### src/rtl/hdr_ratio_pkg.sv
package hdr_ratio_pkg;

    typedef enum logic [1:0] {
        RATIO_X1 = 2'd0,
        RATIO_X2 = 2'd1,
        RATIO_X4 = 2'd2,
        RATIO_X8 = 2'd3
    } ratio_e;

    typedef struct packed {
        logic enc;
        logic wide;
        logic [1:0] code;
        logic vld;
        logic err;
    } sel_state_t;

endpackage

### src/rtl/hdr_word_tracker.sv
module hdr_word_tracker #(
    parameter int ENC_IDX = 69,
    parameter int CMP_IDX = 229,
    parameter int IDX_W   = $clog2(CMP_IDX + 1)
) (
    input  logic clk,
    input  logic rst_n,
    input  logic start_i,
    input  logic valid_i,
    input  logic last_i,
    output logic hit_enc_o,
    output logic hit_cmp_o,
    output logic short_o,
    output logic active_o
);

    typedef struct packed {
        logic             active;
        logic [IDX_W-1:0] idx;
    } trk_t;

    trk_t trk_d, trk_q;
    logic accept;

    always_comb begin
        accept    = trk_q.active && valid_i && !start_i;
        hit_enc_o = accept && (trk_q.idx == IDX_W'(ENC_IDX));
        hit_cmp_o = accept && (trk_q.idx == IDX_W'(CMP_IDX));
        short_o   = accept && last_i && (trk_q.idx != IDX_W'(CMP_IDX));

        trk_d = trk_q;
        if (start_i) begin
            trk_d.active = 1'b1;
            trk_d.idx    = '0;
        end else if (accept) begin
            if (hit_cmp_o || last_i) begin
                trk_d.active = 1'b0;
            end else begin
                trk_d.idx = trk_q.idx + 1'b1;
            end
        end
    end

    always_ff @(posedge clk) begin
        if (!rst_n) begin
            trk_q <= '0;
        end else begin
            trk_q <= trk_d;
        end
    end

    assign active_o = trk_q.active;


    idx_bound_chk: assert property (@(posedge clk) disable iff (!rst_n)
        trk_q.active |-> (trk_q.idx <= IDX_W'(CMP_IDX)));


    restart_chk: assert property (@(posedge clk) disable iff (!rst_n)
        start_i |=> (trk_q.active && trk_q.idx == '0));

endmodule

### src/rtl/hdr_ratio_map.sv
module hdr_ratio_map
    import hdr_ratio_pkg::*;
(
    input  logic       enc_i,
    input  logic       cmp_i,
    input  logic       wide_i,
    output logic [1:0] code_o
);

    ratio_e base;

    always_comb begin
        if (cmp_i) begin
            base = RATIO_X4;
        end else if (enc_i) begin
            base = RATIO_X2;
        end else begin
            base = RATIO_X1;
        end

        if (wide_i && base != RATIO_X1) begin
            code_o = 2'(base) + 2'd1;
        end else begin
            code_o = 2'(base);
        end
    end

endmodule

### src/rtl/hdr_clk_ratio_sel.sv
module hdr_clk_ratio_sel
    import hdr_ratio_pkg::*;
#(
    parameter int DATA_W  = 32,
    parameter int ENC_IDX = 69,
    parameter int CMP_IDX = 229,
    parameter int ENC_LSB = 2,
    parameter int CMP_BIT = 1
) (
    input  logic              clk,
    input  logic              rst_n,
    input  logic              start,
    input  logic              width_32,
    input  logic              word_valid,
    input  logic              word_last,
    input  logic [DATA_W-1:0] word_data,
    output logic [1:0]        ratio_code,
    output logic              ratio_valid,
    output logic              hdr_short_err
);

    localparam int IDX_W = $clog2(CMP_IDX + 1);

    sel_state_t st_d, st_q;
    logic hit_enc, hit_cmp, short_hit, trk_active;
    logic [1:0] mapped_code;
    logic unused_bits;

    assign unused_bits = ^word_data;

    hdr_word_tracker #(
        .ENC_IDX (ENC_IDX),
        .CMP_IDX (CMP_IDX),
        .IDX_W   (IDX_W)
    ) u_trk (
        .clk       (clk),
        .rst_n     (rst_n),
        .start_i   (start),
        .valid_i   (word_valid),
        .last_i    (word_last),
        .hit_enc_o (hit_enc),
        .hit_cmp_o (hit_cmp),
        .short_o   (short_hit),
        .active_o  (trk_active)
    );

    hdr_ratio_map u_map (
        .enc_i  (st_q.enc),
        .cmp_i  (!word_data[CMP_BIT]),
        .wide_i (st_q.wide),
        .code_o (mapped_code)
    );

    always_comb begin
        st_d     = st_q;
        st_d.vld = 1'b0;
        st_d.err = 1'b0;
        if (start) begin
            st_d.enc  = 1'b0;
            st_d.wide = width_32;
        end
        if (hit_enc) begin
            st_d.enc = |word_data[ENC_LSB+1:ENC_LSB];
        end
        if (hit_cmp) begin
            st_d.code = mapped_code;
            st_d.vld  = 1'b1;
        end
        if (short_hit) begin
            st_d.err = 1'b1;
        end
    end

    always_ff @(posedge clk) begin
        if (!rst_n) begin
            st_q <= '0;
        end else begin
            st_q <= st_d;
        end
    end

    assign ratio_code    = st_q.code;
    assign ratio_valid   = st_q.vld;
    assign hdr_short_err = st_q.err;


    ratio_pulse_chk: assert property (@(posedge clk) disable iff (!rst_n)
        ratio_valid |=> !ratio_valid);


    code_hold_chk: assert property (@(posedge clk) disable iff (!rst_n)
        !ratio_valid |-> $stable(ratio_code));


    err_excl_chk: assert property (@(posedge clk) disable iff (!rst_n)
        hdr_short_err |-> !ratio_valid);


    err_src_chk: assert property (@(posedge clk) disable iff (!rst_n)
        hdr_short_err |-> $past(trk_active));

endmodule

### config.mk
export PLATFORM = sky130hd
export DESIGN_NAME = hdr_clk_ratio_sel
export DESIGN_NICKNAME = d
export VERILOG_FILES = /design/src/rtl/hdr_ratio_pkg.sv /design/src/rtl/hdr_word_tracker.sv /design/src/rtl/hdr_ratio_map.sv /design/src/rtl/hdr_clk_ratio_sel.sv
export SDC_FILE = /design/constraint.sdc
export NUM_CORES = 1
export LEC_CHECK = 0
export BUFFER_PORTS_ARGS = -buffer_cell sky130_fd_sc_hd__buf_2
export CAP_MARGIN = 15
export CORE_UTILIZATION = 45
export DETAILED_ROUTE_END_ITERATION = 6
export PLACE_DENSITY = 0.89
export SLEW_MARGIN = 20
export SYNTH_ARGS = -nofsm -noshare
export SYNTH_HDL_FRONTEND = slang
export SYNTH_HIERARCHICAL = 1
export SYNTH_SLANG_ARGS = --single-unit
export TNS_END_PERCENT = 20
### constraint.sdc
create_clock -name clk -period 2.8 [get_ports clk]
set_input_delay 0.28 -clock clk [delete_from_list [all_inputs] [get_ports clk]]
set_output_delay 0.28 -clock clk [all_outputs]
set_load 0.01 [all_outputs]
==> results of run 1 <==
-- worst max-delay path: cells and delay by family (launching register included) --
kind | cells | cell delay (ps)
multiplexers | 1 | 240
flip-flops | 1 | 440
AND/OR/NAND/NOR | 5 | 960
-- flip-flops by register name, summed over array words and instances, names as in the netlist --
signal	count
u_trk/trk_q	8
ratio_code	2
st_q	2
hdr_short_err	1
ratio_valid	1
u_trk/active_o	1
-- cells by family (layout without fill, tap and decap cells) --
| kind of cell | after synthesis | count (layout) |
|---|---|---|
| AO/OA/AOI/OAI | 13 | 13 |
| adder cells (fa/ha/maj) | 2 | 2 |
| flip-flops | 15 | 15 |
| AND/OR/NAND/NOR | 34 | 34 |
| XOR/XNOR | 6 | 6 |
| multiplexers | 3 | 3 |
| buffers and inverters | 6 | 19 |
-- cell type report --
type	instances	area, µm²
inverters	3	11.3
clock buffers	3	22.5
repair buffers	12	60.1
clock inverters	1	5.00
well taps	16	20.0
multi-input cells	58	409
fillers	136	696
flip-flops and latches	15	300
-- layer usage --
layer / global-route usage (%) / share of wire [%] / wire length [µm]
met1: 22.8 / 50 / 668
met2: 27.6 / 46 / 613
met3: 6.38 / 2.5 / 33
met4: 9.38 / 1.6 / 21
met5: 0 / 0 / 0
-- cells in the mapped netlist --
cell,number
a211oi_2,1
a21boi_1,1
a21o_2,1
a21oi_1,2
and2_1,2
and3_1,1
and3_2,1
and3b_1,1
and4bb_2,1
buf_4,2
clkdlybuf4s18_2,1
dfxtp_1,15
ha_1,2
inv_1,3
mux2i_1,3
nand2_1,4
nand2b_1,1
nand3_1,1
nand4_1,5
nor2_1,9
nor2b_1,3
nor3_1,1
o211a_1,1
o211ai_1,1
o21ai_0,1
o21ai_1,2
o21ai_2,1
o21ai_4,1
o21bai_1,1
or2b_2,1
or3_1,1
or3b_1,1
or3b_4,1
xor2_1,6
-- stage by stage --
step / std cells / worst slack, ps / cell area (µm²)
6_report: 108 / 1050 / 828
5_1_grt: 108 / 913 / 828
4_1_cts: 108 / 1050 / 828
3_5_place_dp: 104 / 1090 / 801
3_3_place_gp: 104 / 1140 / 801
2_1_floorplan: 79 / 1280 / 746
-- final timing paths --
kind / to / cells past startpoint / start / slack, ps
setup reg to reg: ratio_code[1] / 6 / u_trk/trk_q[2] / 1050
hold reg to reg: ratio_code[0] / 2 / ratio_code[0] / 550
hold / removal: st_q[5] / 3 / word_data[2] / 260
setup / recovery: ratio_code[1] / 6 / u_trk/trk_q[2] / 1050
-- power breakdown --
group	total [mW]	internal [mW]	switching, mW
sequential	0.217	0.216	0.00183
clock	0.122	0.0530	0.0691
combinational	0.0215	0.0107	0.0109
==> metrics.yaml, run 1 <==
outcome: "finished, final reports clean"
synth_top_family_by_area: "simple AND/OR/NAND/NOR gates"
cts_max_path_buffers: 2
cts_made_buffers: 3
coreArea_um2: 1520
drive_gt1_share_pct: 26.1
cts_resized: 0
syn_avg_cell_area_um2: 9.44
p_per_area_nw_per_um2: 436
clk_pin_slew_ps: 90
n_antenna_cell: 0
synth_compound_area_share_pct: 13.9
clk_latency_ps: 280
synth_top_area_cell: "dfxtp_1"
die_area_um2: 1820
drc_errors: 0
required_ps: 2980
synth-adder-area-share_pct: 3.36
fin_util_pct: 54.4
critPathCaptureType: "register"
cts_tree: "built"
clock.fmax_mhz: 573
first_pass_iters: 4
syn2layout_area_growth_pct: 11.1
power_mw: 0.361
worstMarginPinSlew_ps: 298
grt_max_degree: 10
drv_slew: 0
drt_wl_total_um: 1340
crit_path_frequent_cell: "nor2_1"
hpwlAfterDp_um: 995
synth-simple-area-share_pct: 26.5
gr-total-overflow: 0
synthesis.area_um2: 746
io_buffers: 12
synthTopCellsByArea: "dfxtp_1 40%, xor2_1 7.0%, nor2_1 4.5%, nand4_1 4.2%, mux2i_1 4.0%"
hold_viol_final: 0
wl_per_cell_um: 12.4
layout_common_cells: "15 x dfxtp_1, 12 x buf_2, 9 x nor2_1"
design.portCount: 42
chipWidth_um: 42.7
place_congestion: 0.812
cp_slowest_stage_delay_ps: 460
cts_setup_buffers: 0
synth.yosys.seq_area_share_pct: 40.3
synth_seq_cells: 15
vias: 579
synth_xor_area_share_pct: 7.05
yosysWarnings: 6
rsz0062_at_grt: "false"
cts_sinks: 15
root_buffer: "clkbuf_4"
grt_first_pass_wirelength_um: 2420
ant_nets: 0
synth_fp_nets: 119
antenna_found_initial: 0
setup_viol: 0
postCtsHoldBufs: 0
skew_ps: 3.24
vdd_drop_max_v: 0.000362
first_global_vias: 543
start_util_pct: 48.9
cts_max_level: 1
hp-class: "primary input to register"
fin_nets: 133
synth_top_area_share_pct: 40.3
holdWs_ps: 261
finalCriticalPeriod_ps: 1750
total_leakage_power_nw: 0.347
path_cells: "or3b_4, nor2_1, nand2_1, nor2_1, mux2i_1, nor2b_1"
drt_iter0_markers: 11
crit_path_max_fanout: 6
fin_tns_setup_ps: 0
viasPerCell: 5.36
synth.area.mux_share_pct: 4.03
final_common_cell: "dfxtp_1"
die_h_um: 42.7
rows: 14
crit_path_start_kind: "register"
relSlewSlack_pct: 80.0
syn_inst: 79
crit_type: "register to register"
drv_cap: 0
period_share_pct: 62.3
grt_usage_pct: 18.3
worstPathArrival_ps: 1920
ys_types: 34
slowest_stage: "or3b_4"
(Power assumes the default switching activity.)
==> run 2: changes to the inputs <==
--- a/config.mk
+++ b/config.mk
@@ -5,11 +5,12 @@
 export SDC_FILE = /design/constraint.sdc
 export NUM_CORES = 1
 export LEC_CHECK = 0
+export ABC_AREA = 1
 export BUFFER_PORTS_ARGS = -buffer_cell sky130_fd_sc_hd__buf_2
 export CAP_MARGIN = 15
-export CORE_UTILIZATION = 45
+export CORE_UTILIZATION = 40
 export DETAILED_ROUTE_END_ITERATION = 6
-export PLACE_DENSITY = 0.89
+export PLACE_DENSITY = 0.82
 export SLEW_MARGIN = 20
 export SYNTH_ARGS = -nofsm -noshare
 export SYNTH_HDL_FRONTEND = slang
==> constraint.sdc (replaced) <==
create_clock -name clk -period 1.4 [get_ports clk]
set_input_delay 0.14 -clock clk [delete_from_list [all_inputs] [get_ports clk]]
set_output_delay 0.14 -clock clk [all_outputs]
set_load 0.01 [all_outputs]
==> metrics.yaml, run 2 <==
vdd_drop_max_v: 0.000560  # +55%
hold_viol_final: 0  # unchanged
coreArea_um2: 2000  # +31%
yosysWarnings: 6  # unchanged
cts_sinks: 15  # unchanged
p_per_area_nw_per_um2: 726  # +67%
die_area_um2: 2350  # +29%
start_util_pct: 43.2  # -5.7 points
synth_compound_area_share_pct: 7.38  # -6.5 points
period_share_pct: 94.0  # +32 points
vias: 868  # +50%
synthTopCellsByArea: "dfxtp_1 35%, nand2_1 12%, inv_1 10%, nor2_1 6.1%, nand3_1 4.6%"
synth_top_family_by_area: "simple AND/OR/NAND/NOR gates"
drv_cap: 0  # unchanged
die_h_um: 48.5  # +14%
worstMarginPinSlew_ps: 407  # +109 ps
cts_tree: "built"
synth-adder-area-share_pct: 2.89  # -0.46 points
power_mw: 0.743  # +110%
pre_cts_ws_ps: -1.71  # -1090 ps
synth.area.mux_share_pct: 0  # -4.0 points
n_antenna_cell: 0  # unchanged
place_congestion: 0.817  # +0.55%
async_reset_ff_share_pct: 0  # unchanged
crit_type: "register to register"
hpwlAfterDp_um: 1400  # +41%
first_global_vias: 792  # +46%
clk_pin_slew_ps: 90  # about the same
chipWidth_um: 48.5  # +14%
slowest_stage: "dfxtp_1"
first_pass_iters: 4  # unchanged
drv_slew: 0  # unchanged
dp.cells: 168  # +62%
yosys-top-cells-count: "27 x nand2_1, 23 x inv_1, 15 x dfxtp_1, 14 x nor2_1, 8 x nand3_1"
crit_path_max_fanout: 5  # -1
fin_ws_ps: 83.7  # -971 ps
path_cells: "inv_1, ha_2, nand2_4, nor2_4, nand3_4, buf_4, nand3_1, a21oi_1"
layout_common_cells: "27 x nand2_1, 22 x inv_1, 15 x dfxtp_1"
total_leakage_power_nw: 0.496  # +43%
setup_viol: 0  # unchanged
io_buffers: 12  # unchanged
drive_gt1_share_pct: 27.4  # +1.3 points
fin_tns_setup_ps: 0  # unchanged
gr-total-overflow: 0  # unchanged
grt_usage_pct: 17.0  # -1.3 points
synth_top_area_cell: "dfxtp_1"
synth_seq_cells: 15  # unchanged
drc_errors: 0  # unchanged
rsz0062_at_grt: "true"
synthesis.area_um2: 865  # +16%
cts_max_level: 1  # unchanged
cts_made_buffers: 3  # unchanged
drt_iter0_markers: 26  # +15
viasPerCell: 5.02  # -6.4%
synth_edf_count: 0  # unchanged
hp-class: "primary input to register"
synth.yosys.seq_area_share_pct: 34.7  # -5.5 points
synth-simple-area-share_pct: 38.8  # +12 points
root_buffer: "clkbuf_4"
final_common_cell: "nand2_1"
syn2layout_area_growth_pct: 18.4
finalCriticalPeriod_ps: 1320  # -429 ps
design.portCount: 42  # unchanged
fin_util_pct: 51.1  # -3.2 points
crit_path_start_kind: "register"
clk_latency_ps: 290  # about the same
grt_max_degree: 11  # +1
fin_nets: 187  # +41%
drt_wl_total_um: 1930  # +44%
relSlewSlack_pct: 72.6  # -7.4 points
synth_fp_nets: 168  # +41%
required_ps: 1580  # -1400 ps
worstPathArrival_ps: 1500  # -420 ps
synth_xor_area_share_pct: 1.01  # -6.0 points
layout.cells.non_filler: 173  # +60%
yosysMostFrequentCell: "nand2_1"
regMostFlops: "u_trk/trk_q"
syn_inst: 128  # +62%
largest_reg_flops: 8  # unchanged
skew_ps: 3.16  # -0.0728 ps
clock.fmax_mhz: 760  # +33%
synth_ff_type: "dfxtp_1"
cts_max_path_buffers: 2  # unchanged
syn_avg_cell_area_um2: 6.75  # -28%
rows: 16  # +2
antenna_found_initial: 0  # unchanged
critPathCaptureType: "register"
outcome: "finished, final reports clean"
grt_first_pass_wirelength_um: 3120  # +29%
postCtsHoldBufs: 0  # unchanged
ant_nets: 0  # unchanged
cp_slowest_stage_delay_ps: 320  # -140 ps
wl_per_cell_um: 11.2  # -9.9%
ys_types: 22  # -35%
synth_top_area_share_pct: 34.7  # -5.5 points
[run 2: path summary, 6_finish.rpt]
check,startpoint,endpoint,slack (ps),cells past startpoint
min reg2reg,ratio_code[0],ratio_code[0],510,2
max reg2reg,u_trk/trk_q[1],u_trk/trk_q[4],80,8
max,u_trk/trk_q[1],u_trk/trk_q[4],80,8
min,width_32,st_q[4],80,3
[run 2: cell type report]
| class | instances | area [µm²] |
|---|---|---|
| clock buffers | 3 | 22.5 |
| flip-flops and latches | 15 | 300 |
| fillers | 190 | 978 |
| well taps | 27 | 33.8 |
| multi-input cells | 85 | 470 |
| clock inverters | 1 | 5.00 |
| repair buffers | 17 | 97.6 |
| inverters | 25 | 93.8 |
[run 2: metrics by stage]
| stage | instance area, µm² | hold WS [ps] |
|---|---|---|
| 2_1_floorplan | 865 | 238 |
| 3_3_place_gp | 958 | 364 |
| 3_5_place_dp | 958 | 384 |
| 4_1_cts | 993 | 76.5 |
| 5_1_grt | 1020 | 96.8 |
| 6_report | 1020 | 79.7 |
[run 2: power breakdown]
| part | switching [mW] | leakage (nW) | internal (mW) | total, mW |
|---|---|---|---|---|
| registers | 0.00434 | 0.121 | 0.432 | 0.436 |
| clock network | 0.145 | 0.0177 | 0.106 | 0.251 |
| logic | 0.0354 | 0.357 | 0.0203 | 0.0558 |
| total | 0.185 | 0.496 | 0.558 | 0.743 |
[run 2: timing repair]
item	in CTS	in global routing
setup buffers	0	0
endpoints found under the setup margin	3	9
pin swaps	0	2
gates cloned	0	1
resized for setup	1	6
[run 2: worst max-delay path: cells and delay by family, from the launching register on]
kind | cells | cell delay, ps
flip-flops | 1 | 320
buffers and inverters | 2 | 220
adder cells (fa/ha/maj) | 1 | 180
AO/OA/AOI/OAI | 1 | 80
AND/OR/NAND/NOR | 4 | 400
[run 2: layer usage]
layer	share of wire (%)	global-route usage, %
met5	0	0
met4	1.4	6.86
met3	5.6	5.03
met2	51	30.0
met1	42	18.9
[run 2: logic make-up after synthesis]
family	Yosys count
and+or+nand+nor	69
buffers and inverters	29
DFF	15
AOI/OAI and AO/OA	12
adders and majority gates	2
xor gates and xnor gates	1
